[src/rtl/ni_bypass_pkg.sv]
package ni_bypass_pkg;

    typedef enum logic {
        MODE_RTR = 1'b0,
        MODE_BYP = 1'b1
    } path_mode_e;

    // Source indices for the packet-open trackers
    localparam int SRC_RIN   = 0;
    localparam int SRC_INJ   = 1;
    localparam int SRC_RROUT = 2;
    localparam int SRC_REJ   = 3;
    localparam int NUM_SRC   = 4;

endpackage

[src/rtl/bypass_slice.sv]
module bypass_slice #(
    parameter int W = 32
) (
    input  logic         clk,
    input  logic         rst_n,
    input  logic         in_valid,
    output logic         in_ready,
    input  logic [W-1:0] in_data,
    output logic         out_valid,
    input  logic         out_ready,
    output logic [W-1:0] out_data
);
    typedef struct packed {
        logic         valid;
        logic [W-1:0] data;
    } slice_t;

    slice_t s_q, s_d;

    assign in_ready  = !s_q.valid || out_ready;
    assign out_valid = s_q.valid;
    assign out_data  = s_q.data;

    always_comb begin
        s_d = s_q;
        if (in_ready) begin
            s_d.valid = in_valid;
            if (in_valid) s_d.data = in_data;
        end
    end

    always_ff @(posedge clk) begin
        if (!rst_n) s_q <= '0;
        else        s_q <= s_d;
    end
endmodule

[src/rtl/pkt_tracker.sv]
module pkt_tracker #(
    parameter int N = 4
) (
    input  logic         clk,
    input  logic         rst_n,
    input  logic [N-1:0] fire,
    input  logic [N-1:0] tail,
    output logic [N-1:0] open_q
);
    logic [N-1:0] open_d;

    for (genvar i = 0; i < N; i++) begin : g_src
        always_comb begin
            open_d[i] = open_q[i];
            if (fire[i]) open_d[i] = !tail[i];
        end

        always_ff @(posedge clk) begin
            if (!rst_n) open_q[i] <= 1'b0;
            else        open_q[i] <= open_d[i];
        end
    end
endmodule

[src/rtl/ni_bypass_steer.sv]
module ni_bypass_steer
    import ni_bypass_pkg::*;
#(
    parameter int          FLIT_W  = 32,
    parameter int          ID_W    = 4,
    parameter int unsigned NODE_ID = 5
) (
    input  logic              clk,
    input  logic              rst_n,
    input  logic              use_bypass,
    input  logic              ring_in_valid,
    output logic              ring_in_ready,
    input  logic [FLIT_W-1:0] ring_in_flit,
    output logic              ring_out_valid,
    input  logic              ring_out_ready,
    output logic [FLIT_W-1:0] ring_out_flit,
    input  logic              inj_valid,
    output logic              inj_ready,
    input  logic [FLIT_W-1:0] inj_flit,
    output logic              ej_valid,
    input  logic              ej_ready,
    output logic [FLIT_W-1:0] ej_flit,
    output logic              rtr_rin_valid,
    input  logic              rtr_rin_ready,
    output logic [FLIT_W-1:0] rtr_rin_flit,
    output logic              rtr_inj_valid,
    input  logic              rtr_inj_ready,
    output logic [FLIT_W-1:0] rtr_inj_flit,
    input  logic              rtr_rout_valid,
    output logic              rtr_rout_ready,
    input  logic [FLIT_W-1:0] rtr_rout_flit,
    input  logic              rtr_ej_valid,
    output logic              rtr_ej_ready,
    input  logic [FLIT_W-1:0] rtr_ej_flit
);
    localparam int HEAD_BIT = FLIT_W - 1;
    localparam int TAIL_BIT = FLIT_W - 2;
    localparam int DEST_LSB = FLIT_W - 2 - ID_W;
    localparam logic [ID_W-1:0] MY_ID = ID_W'(NODE_ID);

    typedef struct packed {
        path_mode_e mode;
        logic       rin_fwd;   // route locked for the open ring-input packet
    } steer_t;

    steer_t st_q, st_d;
    path_mode_e mode_q;
    assign mode_q = st_q.mode;

    logic [NUM_SRC-1:0] open_q, src_fire, src_tail, allow;
    logic pend, in_byp, rin_fwd_now, fwd_grant, inj_grant, fwd_sel;
    logic rout_in_valid, rout_in_ready, ej_in_valid, ej_in_ready;
    logic [FLIT_W-1:0] rout_in_flit, ej_in_flit;

    always_comb begin
        in_byp = (mode_q == MODE_BYP);
        pend   = (in_byp != use_bypass);
        // a pending switch blocks new heads; open packets run to their tail
        for (int s = 0; s < NUM_SRC; s++) allow[s] = !pend || open_q[s];

        rin_fwd_now = open_q[SRC_RIN] ? st_q.rin_fwd
                                      : (ring_in_flit[DEST_LSB +: ID_W] != MY_ID);
        // ownership of the ring output follows the open packet; forward wins ties
        fwd_grant = !open_q[SRC_INJ];
        inj_grant = open_q[SRC_INJ] ||
                    (!(open_q[SRC_RIN] && st_q.rin_fwd) &&
                     !(ring_in_valid && allow[SRC_RIN] && rin_fwd_now));
        fwd_sel   = ring_in_valid && allow[SRC_RIN] && rin_fwd_now && fwd_grant;

        rtr_rin_flit = ring_in_flit;
        rtr_inj_flit = inj_flit;
        if (in_byp) begin
            rtr_rin_valid  = 1'b0;
            rtr_inj_valid  = 1'b0;
            rtr_rout_ready = 1'b0;
            rtr_ej_ready   = 1'b0;
            ring_in_ready  = allow[SRC_RIN] &&
                             (rin_fwd_now ? (fwd_grant && rout_in_ready) : ej_in_ready);
            inj_ready      = allow[SRC_INJ] && inj_grant && rout_in_ready;
            rout_in_valid  = fwd_sel ||
                             (inj_valid && allow[SRC_INJ] && inj_grant);
            rout_in_flit   = fwd_sel ? ring_in_flit : inj_flit;
            ej_in_valid    = ring_in_valid && allow[SRC_RIN] && !rin_fwd_now;
            ej_in_flit     = ring_in_flit;
        end else begin
            rtr_rin_valid  = ring_in_valid && allow[SRC_RIN];
            ring_in_ready  = rtr_rin_ready && allow[SRC_RIN];
            rtr_inj_valid  = inj_valid && allow[SRC_INJ];
            inj_ready      = rtr_inj_ready && allow[SRC_INJ];
            rout_in_valid  = rtr_rout_valid && allow[SRC_RROUT];
            rtr_rout_ready = rout_in_ready && allow[SRC_RROUT];
            rout_in_flit   = rtr_rout_flit;
            ej_in_valid    = rtr_ej_valid && allow[SRC_REJ];
            rtr_ej_ready   = ej_in_ready && allow[SRC_REJ];
            ej_in_flit     = rtr_ej_flit;
        end

        src_fire[SRC_RIN]   = ring_in_valid && ring_in_ready;
        src_fire[SRC_INJ]   = inj_valid && inj_ready;
        src_fire[SRC_RROUT] = rtr_rout_valid && rtr_rout_ready;
        src_fire[SRC_REJ]   = rtr_ej_valid && rtr_ej_ready;
        src_tail[SRC_RIN]   = ring_in_flit[TAIL_BIT];
        src_tail[SRC_INJ]   = inj_flit[TAIL_BIT];
        src_tail[SRC_RROUT] = rtr_rout_flit[TAIL_BIT];
        src_tail[SRC_REJ]   = rtr_ej_flit[TAIL_BIT];

        st_d = st_q;
        if (src_fire[SRC_RIN] && !open_q[SRC_RIN] && ring_in_flit[HEAD_BIT])
            st_d.rin_fwd = rin_fwd_now;
        if (pend && (open_q == '0))
            st_d.mode = use_bypass ? MODE_BYP : MODE_RTR;
    end

    always_ff @(posedge clk) begin
        if (!rst_n) st_q <= '{mode: MODE_RTR, rin_fwd: 1'b0};
        else        st_q <= st_d;
    end

    pkt_tracker #(.N(NUM_SRC)) u_track (
        .clk(clk), .rst_n(rst_n), .fire(src_fire), .tail(src_tail), .open_q(open_q)
    );

    bypass_slice #(.W(FLIT_W)) u_rout_slice (
        .clk(clk), .rst_n(rst_n),
        .in_valid(rout_in_valid), .in_ready(rout_in_ready), .in_data(rout_in_flit),
        .out_valid(ring_out_valid), .out_ready(ring_out_ready), .out_data(ring_out_flit)
    );

    bypass_slice #(.W(FLIT_W)) u_ej_slice (
        .clk(clk), .rst_n(rst_n),
        .in_valid(ej_in_valid), .in_ready(ej_in_ready), .in_data(ej_in_flit),
        .out_valid(ej_valid), .out_ready(ej_ready), .out_data(ej_flit)
    );
endmodule

[config.mk]
export PLATFORM = sky130hd
export DESIGN_NAME = ni_bypass_steer
export DESIGN_NICKNAME = d
export VERILOG_FILES = /design/src/rtl/ni_bypass_pkg.sv /design/src/rtl/bypass_slice.sv /design/src/rtl/pkt_tracker.sv /design/src/rtl/ni_bypass_steer.sv
export SDC_FILE = /design/constraint.sdc
export NUM_CORES = 1
export LEC_CHECK = 0
export BUFFER_PORTS_ARGS = -buffer_cell sky130_fd_sc_hd__clkbuf_2
export CAP_MARGIN = 30
export CORE_AREA = 2 2 108 110
export DETAILED_ROUTE_END_ITERATION = 16
export DIE_AREA = 0 0 110 112
export PLACE_DENSITY = 0.85
export SLEW_MARGIN = 10
export SYNTH_ARGS = -nofsm -noshare
export SYNTH_HDL_FRONTEND = slang
export SYNTH_SLANG_ARGS = --single-unit
[constraint.sdc]
create_clock -name clk -period 2.35 [get_ports clk]
set_clock_uncertainty 0.1 [all_clocks]
set_input_delay 0.1175 -clock clk [delete_from_list [all_inputs] [get_ports clk]]
set_output_delay 0.1175 -clock clk [all_outputs]
set_load 0.03 [all_outputs]
==> flow_metrics.env <==
export IMPL_core_mm2=0.01117
export IMPL_finalSetupViolations=0
export IMPL_synth_cell_types=40
export IMPL_status="finished, final reports clean"
export IMPL_drc=0
export IMPL_grt_usage=0.2597
export IMPL_die_h_um=112
export IMPL_nets=883
export IMPL_min_path_cells=3
export IMPL_fin_crit_ps=2261
export IMPL_cpMaxStageDelayCell="or3_1"
export IMPL_ant_nets=0
export IMPL_vias=4972
export IMPL_hold_viol_final=0
export IMPL_tns_ps=0
export IMPL_root_buffer="clkbuf_16"
export IMPL_h_tree_depth=3
export IMPL_yosysWarnings=0
export IMPL_maxUsedRoutingLayer="met4"
export IMPL_powerDensity_mw_per_mm2=756.3
export IMPL_drive_gt1_frac=0.4693
export IMPL_gr_total_overflow=0
export IMPL_fin_crit_sh=0.9623
export IMPL_synth_top_area_frac=0.3319
export IMPL_drt_iter0_drc=474
export IMPL_syn_cell_area_mm2=0.004343
export IMPL_avgSynthCellArea_um2=8.449
export IMPL_cts_setup_buffers=0
export IMPL_port_buffers=274
export IMPL_hold_path_startpoint="ring_in_flit[15]"
export IMPL_rrSetupSlack_ps=190
export IMPL_finalWirelength_um=16560
export IMPL_min_path_type="input pin to register"
export IMPL_cts_tree="built"
export IMPL_synth_edf_count=0
export IMPL_critPathTopFamily="simple AND/OR/NAND/NOR gates"
export IMPL_syn_nets=653
export IMPL_cp_arrival_ps=2040
export IMPL_rsz0062_at_grt="no"
export IMPL_yosys_register_bits=72
export IMPL_start_kind="register"
export IMPL_grt_pass1_wl_um=24380
export IMPL_initial_core_util=0.3886
export IMPL_crit_required_ps=2130
export IMPL_regToRegStartpoint="in_byp"
export IMPL_final_cell_mix="clkbuf_2, nand2_1, dfxtp_1"
export IMPL_clk_latency_ps=330
export IMPL_dr_pass1_iters=5
export IMPL_max_freq_ghz=0.4422
export IMPL_route_met3_wl_um=1419
export IMPL_viasPerCell=5.580
export IMPL_reg2reg_depth=6
export IMPL_r2r_end="u_rout_slice.out_data[19]"
export IMPL_cap_violations=0
export IMPL_dieWidth_um=110
export IMPL_yosysSeqAreaShare=0.3319
export IMPL_antenna_cells=0
export IMPL_total_power_uw=4635
export IMPL_hpwl_um=11240
export IMPL_maxSlewViolCount=0
export IMPL_yosys_top_cells_area="dfxtp_1, o211ai_1, buf_4, a311oi_2, nand2_1"
export IMPL_postSynthCellCount=514
export IMPL_wl_met2_um=8576
export IMPL_grt_max_degree=77
export IMPL_syn2layout_area_growth_pct=41.11
export IMPL_row_count=39
export IMPL_crit_type="register to output pin"
export IMPL_path_max_fanout=7
export IMPL_synthArstFlopShare=0
export IMPL_path_cells="xnor2_2, o21ai_1, or3_1, a31oi_1, nor2_1, clkbuf_2"
export IMPL_nFillCells=997
export IMPL_drt_met1_wl_um=6117
export IMPL_max_vdd_ir_drop_uv=344.9
export IMPL_ios=275
export IMPL_path_clk_slew_ps=60
export IMPL_synthFlopType="dfxtp_1"
export IMPL_first_global_vias=4772
export IMPL_worstHoldEndpoint="u_ej_slice.out_data[15]"
export IMPL_critical_path_buf_inv_count=1
export IMPL_max_slew_margin=0.6145
export IMPL_detail_route_wl_per_cell_um=18.58
export IMPL_mostFrequentLayoutCell="clkbuf_2"
export IMPL_critPathCaptureType="output pin"
export IMPL_antenna_found_initial=0
export IMPL_gp_congestion=0.8522
export IMPL_cts_buffers=9
export IMPL_yosysTopAreaCell="dfxtp_1"
export IMPL_numClockSinks=72
export IMPL_tightestPinTransition_ps=577.4
export IMPL_cts_path_max_buffers=2
export IMPL_max_stage_delay_ps=400
export IMPL_die_area_mm2=0.01232
export IMPL_p_leak_uw=0.002796
==> layer usage <==
| metal | GRT usage | up-vias |
|---|---|---|
| met5 | 0 | - |
| met4 | 0.1089 | 0 |
| met3 | 0.05035 | 32 |
| met2 | 0.4740 | 309 |
| met1 | 0.2864 | 2323 |
| li1 | - | 2308 |
==> state kept, by name, summed over array words and instances, names as in the netlist <==
signal                  flops
u_ej_slice.out_data        32
u_rout_slice.out_valid      1
u_track.open_q              4
u_rout_slice.out_data      32
st_q                        1
in_byp                      1
u_ej_slice.out_valid        1
==> report_power, final <==
part	internal, uW	switching, uW	total, uW
clock network	952	538	1490
registers	1360	88.6	1450
logic	571	1120	1690
==> synth_stat cells, types with 3 or more instances <==
library cell  number
and3_1             3
o211ai_1          65
a311oi_1           5
nor2b_1            6
nor2_1             8
and2_1             3
a31oi_1            4
a22o_1            32
a311oi_2          30
dfxtp_1           72
buf_2             10
nor3_1             3
buf_4             64
a21oi_1           36
clkbuf_1          36
nand2_1          102
nand2b_1           4
buf_6              3
==> tightest hold or removal path, delay by kind of cell <==
| kind | cells | cell delay (ps) |
|---|---|---|
| AOI/OAI and AO/OA | 1 | 90 |
| buffers and inverters | 1 | 90 |
| and+or+nand+nor | 1 | 90 |
==> through the flow <==
step	util	worst slack (ps)	cells	area (um^2)	hold WS, ps
3_5_place_dp	0.4852	229.1	838	5421	246.9
4_1_cts	0.5484	90.28	891	6128	5.188
6_report	0.5484	88.51	891	6128	12.01
3_3_place_gp	0.4852	294.3	838	5421	244.0
5_1_grt	0.5484	2.111	891	6128	10.89
2_1_floorplan	-	326.2	514	4343	116.5
==> worst max path at each step <==
stage,endpoint,cells after the start,startpoint
4_1_cts,inj_ready,6,in_byp
6_report,inj_ready,6,in_byp
3_3_place_gp,ring_in_ready,5,in_byp
5_1_grt,inj_ready,6,in_byp
3_5_place_dp,u_rout_slice.out_data[19],6,in_byp
2_1_floorplan,inj_ready,5,in_byp
==> layout make-up <==
type | count | area [um^2] | share of cell area
repair buffers | 333 | 1947 | 0.3177
well taps | 143 | 178.9 | 0.02920
clock inverters | 5 | 81.33 | 0.01327
multi-input cells | 325 | 2228 | 0.3636
clock buffers | 10 | 239.0 | 0.03900
inverters | 3 | 11.26 | 0.001837
flip-flops and latches | 72 | 1443 | 0.2354
==> repair_timing <==
action,in CTS,in global routing
resized for setup,1,0
hold buffers,38,0
endpoints found under the setup margin,1,0
hold endpoints to repair,36,0
==> cell families after synthesis <==
family / count (synthesis) / synth area share
AO/OA/AOI/OAI: 185 / 0.3601
XOR/XNOR: 1 / 0.003746
buffers and inverters: 117 / 0.1645
flip-flops: 72 / 0.3319
multiplexers: 1 / 0.002305
AND/OR/NAND/NOR: 138 / 0.1374
No activity file was read; power rests on OpenSTA's default activity.
